### config.mk
export PLATFORM = sky130hd
export DESIGN_NAME = bw_rom_reader
export DESIGN_NICKNAME = d
export VERILOG_FILES = /design/src/rtl/bw_rom_pkg.sv /design/src/rtl/bw_rom_decode.sv /design/src/rtl/bw_rom_array.sv /design/src/rtl/bw_rom_drive.sv /design/src/rtl/bw_rom_reader.sv
export SDC_FILE = /design/constraint.sdc
export NUM_CORES = 1
export LEC_CHECK = 0
export BUFFER_PORTS_ARGS = -buffer_cell sky130_fd_sc_hd__buf_2
export CORE_MARGIN = 4
export CORE_UTILIZATION = 50
export CTS_CLUSTER_DIAMETER = 200
export DETAILED_ROUTE_END_ITERATION = 12
export PLACE_DENSITY = 0.77
export RECOVER_POWER = 25
export REMOVE_ABC_BUFFERS = 1
export SYNTH_ARGS = -nofsm -noshare
export SYNTH_HDL_FRONTEND = slang
export SYNTH_SLANG_ARGS = --single-unit
### constraint.sdc
create_clock -name clk -period 1.8 [get_ports clk]
set_input_delay 0.09 -clock clk [delete_from_list [all_inputs] [get_ports clk]]
set_output_delay 0.09 -clock clk [all_outputs]
set_load 0.005 [all_outputs]
### src/rtl/bw_rom_pkg.sv
// Package: shared types and the content function of the read-only array.
// Assumes a fixed 16-bit data bus split into two 8-bit lanes.
package bw_rom_pkg;
    localparam int DQ_W   = 16;
    localparam int LANE_W = DQ_W / 2;
    localparam logic [DQ_W-1:0] LOW_LANE_MASK = {{LANE_W{1'b0}}, {LANE_W{1'b1}}};
    localparam logic [DQ_W-1:0] ALL_LANES     = {DQ_W{1'b1}};

    // Kind of access selected for the coming cycle
    typedef enum logic [1:0] {
        MODE_OFF  = 2'd0,
        MODE_WORD = 2'd1,
        MODE_BYTE = 2'd2,
        MODE_ID   = 2'd3
    } rd_mode_e;

    // Word stored at a given index: multiplicative hash XOR seed
    function automatic logic [DQ_W-1:0] cell_value(input int unsigned idx,
                                                   input logic [DQ_W-1:0] seed);
        logic [31:0] prod;
        prod = idx * 32'h0000_9E37;
        return prod[DQ_W-1:0] ^ seed;
    endfunction
endpackage

### src/rtl/bw_rom_decode.sv
// Module: bw_rom_decode
// Turns the enables, width select, identifier flag and address into an
// access mode plus the word index, lane pick and identifier pick.
// Assumes ADDR_W >= 2, so that there are address lines above bit 0.
module bw_rom_decode #(
    parameter int ADDR_W = 6
) (
    input  logic              ce_n,
    input  logic              oe_n,
    input  logic              word_sel,
    input  logic [ADDR_W-1:0] addr,
    input  logic              addr_lsb,
    input  logic              id_hv,
    output bw_rom_pkg::rd_mode_e mode,
    output logic [ADDR_W-1:0] word_idx,
    output logic              lane_hi,
    output logic              id_pick
);
    import bw_rom_pkg::*;

    logic upper_clear;

    // Identifier mode is legal only when every line above bit 0 is low
    assign upper_clear = (addr[ADDR_W-1:1] == '0);

    // Mode priority: disabled, then identifier, then word, then byte
    always_comb begin
        if (ce_n || oe_n)
            mode = MODE_OFF;
        else if (id_hv && upper_clear)
            mode = MODE_ID;
        else if (word_sel)
            mode = MODE_WORD;
        else
            mode = MODE_BYTE;
    end

    // Index and lane selects, passed through for the data path
    assign word_idx = addr;
    assign lane_hi  = addr_lsb;
    assign id_pick  = addr[0];

    // The identifier mode is never chosen while a deselecting control is high
    always_comb begin
        if (ce_n || oe_n)
            assert (mode != MODE_ID) else $error("assert_id_needs_enables_R7");
    end
endmodule

### src/rtl/bw_rom_array.sv
// Module: bw_rom_array
// Read-only word array with 2**ADDR_W entries whose contents are computed
// at elaboration from the package content function. Combinational read.
module bw_rom_array #(
    parameter int                ADDR_W   = 6,
    parameter logic [15:0]       ROM_SEED = 16'h5A3C
) (
    input  logic [ADDR_W-1:0] rd_idx,
    output logic [15:0]       rd_word
);
    import bw_rom_pkg::*;

    localparam int WORDS = 1 << ADDR_W;

    logic [DQ_W-1:0] cells [WORDS];

    // One constant cell per index
    generate
        for (genvar g = 0; g < WORDS; g++) begin : g_cell
            assign cells[g] = cell_value(32'(g), ROM_SEED);
        end
    endgenerate

    // Asynchronous read of the selected word
    assign rd_word = cells[rd_idx];
endmodule

### src/rtl/bw_rom_drive.sv
// Module: bw_rom_drive
// Forms the next data value and drive enable from the decoded mode and
// registers both. Undriven bits are forced to zero.
module bw_rom_drive #(
    parameter logic [7:0] MFR_CODE = 8'h01,
    parameter logic [7:0] DEV_CODE = 8'h9D
) (
    input  logic                 clk,
    input  logic                 rst_n,
    input  bw_rom_pkg::rd_mode_e mode,
    input  logic [15:0]          word,
    input  logic                 lane_hi,
    input  logic                 id_pick,
    output logic [15:0]          dq_out,
    output logic [15:0]          dq_oe
);
    import bw_rom_pkg::*;

    logic [DQ_W-1:0]   nxt_data;
    logic [DQ_W-1:0]   nxt_oe;
    logic [LANE_W-1:0] byte_pick;

    // Byte lane chosen by the extra address line
    assign byte_pick = lane_hi ? word[DQ_W-1:LANE_W] : word[LANE_W-1:0];

    // Next value and enable for each mode
    always_comb begin
        case (mode)
            MODE_WORD: begin
                nxt_oe   = ALL_LANES;
                nxt_data = word;
            end
            MODE_BYTE: begin
                nxt_oe   = LOW_LANE_MASK;
                nxt_data = {{LANE_W{1'b0}}, byte_pick};
            end
            MODE_ID: begin
                nxt_oe   = LOW_LANE_MASK;
                nxt_data = {{LANE_W{1'b0}}, (id_pick ? DEV_CODE : MFR_CODE)};
            end
            default: begin
                nxt_oe   = '0;
                nxt_data = '0;
            end
        endcase
    end

    // Output register with synchronous reset
    always_ff @(posedge clk) begin
        if (!rst_n) begin
            dq_out <= '0;
            dq_oe  <= '0;
        end else begin
            dq_out <= nxt_data;
            dq_oe  <= nxt_oe;
        end
    end

    assert_word_pass_R5: assert property (@(posedge clk) disable iff (!rst_n)
        (mode == MODE_WORD) |=> (dq_oe == ALL_LANES) && (dq_out == $past(word)));

    assert_byte_lane_R6: assert property (@(posedge clk) disable iff (!rst_n)
        (mode == MODE_BYTE) |=> (dq_oe == LOW_LANE_MASK) && (dq_out[DQ_W-1:LANE_W] == '0));

    assert_id_odd_parity_R9: assert property (@(posedge clk) disable iff (!rst_n)
        (mode == MODE_ID) |=> (^dq_out[LANE_W-1:0]) == 1'b1);

    assert_undriven_zero_R11: assert property (@(posedge clk) disable iff (!rst_n)
        (dq_out & ~dq_oe) == '0);
endmodule

### src/rtl/bw_rom_reader.sv
// Module: bw_rom_reader (top)
// Read controller for a byte/word addressable ROM with identifier codes.
// Assumes synchronous active-low reset and ADDR_W >= 2.
module bw_rom_reader #(
    parameter int          ADDR_W   = 6,
    parameter logic [15:0] ROM_SEED = 16'h5A3C,
    parameter logic [7:0]  MFR_CODE = 8'h01,
    parameter logic [7:0]  DEV_CODE = 8'h9D
) (
    input  logic              clk,
    input  logic              rst_n,
    input  logic              ce_n,
    input  logic              oe_n,
    input  logic              word_sel,
    input  logic [ADDR_W-1:0] addr,
    input  logic              addr_lsb,
    input  logic              id_hv,
    output logic [15:0]       dq_out,
    output logic [15:0]       dq_oe
);
    import bw_rom_pkg::*;

    rd_mode_e          mode;
    logic [ADDR_W-1:0] word_idx;
    logic              lane_hi;
    logic              id_pick;
    logic [DQ_W-1:0]   word;

    bw_rom_decode #(.ADDR_W(ADDR_W)) u_decode (
        .ce_n     (ce_n),
        .oe_n     (oe_n),
        .word_sel (word_sel),
        .addr     (addr),
        .addr_lsb (addr_lsb),
        .id_hv    (id_hv),
        .mode     (mode),
        .word_idx (word_idx),
        .lane_hi  (lane_hi),
        .id_pick  (id_pick)
    );

    bw_rom_array #(.ADDR_W(ADDR_W), .ROM_SEED(ROM_SEED)) u_array (
        .rd_idx  (word_idx),
        .rd_word (word)
    );

    bw_rom_drive #(.MFR_CODE(MFR_CODE), .DEV_CODE(DEV_CODE)) u_drive (
        .clk     (clk),
        .rst_n   (rst_n),
        .mode    (mode),
        .word    (word),
        .lane_hi (lane_hi),
        .id_pick (id_pick),
        .dq_out  (dq_out),
        .dq_oe   (dq_oe)
    );

    assert_standby_float_R2: assert property (@(posedge clk) disable iff (!rst_n)
        ce_n |=> (dq_oe == '0));

    assert_disable_float_R3: assert property (@(posedge clk) disable iff (!rst_n)
        (!ce_n && oe_n) |=> (dq_oe == '0));

    assert_reset_clears_R1: assert property (@(posedge clk)
        !rst_n |=> (dq_oe == '0) && (dq_out == '0));
endmodule

==> impl_summary.txt <==
----------------------------------------------------
[Status]
  Run status ... finished clean

[Power and ir drop]
  Register share of total power ... between 30% and 40%
  Total leakage power ... 1.11 nW
  Peak VDD IR ... 0.197 mV
  Internal power ... 0.785 mW
  Proportion of power drawn by the clock network ... between 20% and 30%
  Combinational fraction of design power ... 42.4%
  Power per Cell Area ... 490 mW/mm^2
  Sw Pwr ... 0.386 mW
  Switching share of power ... about 33%

[Synthesis]
  Count of flip-flops with a built-in enable after synthesis ... 0
  Proportion of netlist area held by the largest area contributor ... approximately 18%
  Most instantiated library cell after synthesis ... sky130_fd_sc_hd__nor2_1
  Cell taking the most area after synthesis ... sky130_fd_sc_hd__dfxtp_1
  Number of instances in the synthesized netlist ... 258
  Synth top cells by count ... 20 x sky130_fd_sc_hd__nor2_1, 18 x sky130_fd_sc_hd__buf_4, 18 x sky130_fd_sc_hd__dfxtp_1, 18 x sky130_fd_sc_hd__nand2_1, 14 x sky130_fd_sc_hd__o21ai_0
  Top FF cell, synth ... sky130_fd_sc_hd__dfxtp_1
  Number of synthesized register bits ... 18
  Mean Syn Cell Area ... 7.85 sq um
  Cell area after synthesis ... 0.00202 sq mm
  Proportion of synthesized chip area in sequential cells ... 17.8%
  Ys Warns ... 0
  Leading post-synthesis cells by cell area ... sky130_fd_sc_hd__dfxtp_1 18%, sky130_fd_sc_hd__ha_1 6.8%, sky130_fd_sc_hd__buf_4 6.7%
  Number of distinct library cells after synthesis ... between 60 and 70
  Async set-or-reset flop fraction in the synthesized netlist ... 0%

[Worst setup path]
  Data required time of the worst path ... slightly below 2000 ps
  Highest fanout seen on the critical path ... 6
  Start-to-end type of the worst setup path ... in -> reg
  Crit path arrival time ... 1840 ps
  Nature of the critical path endpoint ... flop
  Critical path launch point type ... input pin
  Worst setup startpoint ... addr[1]

[STA]
  Final count of hold timing violations ... 0
  Normalized max-slew margin ... 54.1%
  Final worst-path cycle share ... 93.1%
  Least-Margin Pin Slew ... ~700 ps
  Total count of max-transition violations in the final report ... 0
  Final sum of negative setup slack ... 0 ps
  Setup repair after global routing missed its margin ... no
  Time the final worst path needs with I/O delays and setup ... 1680 ps
  Worst hold slack ... 221 ps
  Number of setup violations in the final report ... 0
  Maximum operating frequency ... 597 MHz

[Die]
  Area inside the core boundary ... 0.00380 sq mm
  Floorplan row count ... 22
  Boundary pin count ... 45
  Die Footprint ... 0.00513 sq mm
  Chip Width ... roughly 72 um
  Initial Util ... 53.3%
  Die height ... around 70 um

[Global route]
  Antenna violations before repair ... 0
  Largest net degree at the start of global routing ... 27
  Global Route Usage Sum ... 21.6%
  Total congestion overflow after global routing ... 0
  First-pass GRT wire length ... 8980 um
  Via count of the first global-routing pass ... 1883

[Placed design]
  IO buf count ... 44
  HPWL Detailed ... 4330 um
  Placer Congestion ... 0.946

[Clock tree]
  Number of setup buffers added after CTS ... 0
  Max Root-Sink Buffers ... 2
  Number of hold-repair buffers added at the cts stage ... 0
  TritonCTS clock tree ... built
  H-tree depth reported by CTS ... 1
  Number of buffers created by CTS ... 3
  Clock root cell ... sky130_fd_sc_hd__clkbuf_8
  CTS resizes ... 0
  Clock Pin Slew Worst Setup and Hold Paths ... 60 ps
  CTS sink count ... 18

[Worst hold path]
  Worst min-delay path category ... in -> reg
  Hold Crit Start ... rst_n

[Job]
  Max capacitance violation total ... 0

[Detailed routing]
  Vias ... roughly 2.1k
  Post-detailed-route wirelength per cell ... 15.3 um
  DRC viols ... 0
  Starting DRC count in detailed routing ... 121
  Final routed wirelength across all metal layers ... 5450 um
  Vias per std cell ... 5.81
  Count of TritonRoute iterations in the first routing pass ... 4
  Detail Route Antenna Nets ... 0

[Layout]
  Layout cell share with drive strength beyond 1 ... 31.8%
  Count of inserted antenna diode cells ... 0
  Area occupied by registers ... around 360 sq um
  Final Net Count ... about 330
  Filler Cell Count ... 346
  Multi-input gate area ... 0.00138 sq mm
  Syn-to-layout area delta ... 18.2%

----------------------------------------------------
[power by group through the flow]
stage                     Clock, mW  Combinational [mW]  Sequential (mW)
after floorplan                   0               0.252            0.428
after global placement            0               0.480            0.423
after detailed placement          0               0.489            0.424
after CTS                     0.267               0.492            0.415
after global routing          0.284               0.545            0.416
final                         0.259               0.497            0.415
[cell families after synthesis]
logic type,Yosys count,share of synthesized area (%)
compound gates,82,29.2
simple gates,82,20.8
buf+inv,46,14.2
flops,18,17.8
mux,14,9.02
fa+ha+maj,12,7.29
xor+xnor,4,1.73
[layer usage]
layer,vias to the layer above,track usage (%),part of all wire (%),wire length [um]
met5,-,0,0,0
li1,1029,-,-,-
met3,6,3.09,10,544
met2,104,36.8,47,2580
met1,929,27.8,42,2280
met4,0,7.10,0.73,40
[state kept, by name (all words and copies together) (netlist names)]
signal / cells
u_drive.dq_oe: 2
u_drive.dq_out: 16
[per-stage QoR]
stage / worst slack (ps) / std cells / instance area, sq um / power, mW / utilization [%]
2_1_floorplan: -33.8 / 221 / 1770 / 0.681 / -
3_3_place_gp: -38.7 / 353 / 2350 / 0.903 / 61.9
3_5_place_dp: -139 / 353 / 2350 / 0.913 / 61.9
4_1_cts: 85.4 / 356 / 2390 / 1.17 / 63.0
5_1_grt: 18.8 / 356 / 2390 / 1.25 / 63.0
6_report: 124 / 356 / 2390 / 1.17 / 63.0
[critical path, stage by stage]
cell	delay [ps]
sky130_fd_sc_hd__buf_2	100
sky130_fd_sc_hd__inv_1	130
sky130_fd_sc_hd__ha_1	310
sky130_fd_sc_hd__buf_4	180
sky130_fd_sc_hd__nand2_2	90
sky130_fd_sc_hd__nand2_1	60
sky130_fd_sc_hd__mux4_2	470
sky130_fd_sc_hd__o211a_1	240
sky130_fd_sc_hd__a211oi_2	190
[cell usage in the layout, fill, tap and decap left out, drive strengths merged, types with 5 or more instances in the layout]
cell type   n
and2        5
nand3       5
a21oi      12
nor2       20
clkbuf      8
inv         8
dfxtp      18
nand2b      8
a211oi     12
ha         11
buf        79
o21ai      19
nor2b      11
nor3        6
o211ai      6
mux2i       7
nand2      19
[area by class of cell]
type	instances	area share, %
flip-flops and latches	18	15.1
well taps	48	2.51
inverters	9	1.41
repair buffers	84	21.5
clock buffers	3	1.73
multi-input cells	194	57.8
[path summary, 6_finish.rpt]
kind / end / slack, ps / depth (start not counted)
setup / recovery: u_drive.dq_out[6] / 120 / 9
hold / removal: u_drive.dq_oe[7] / 220 / 2
Power figures use the tool's default switching activity.
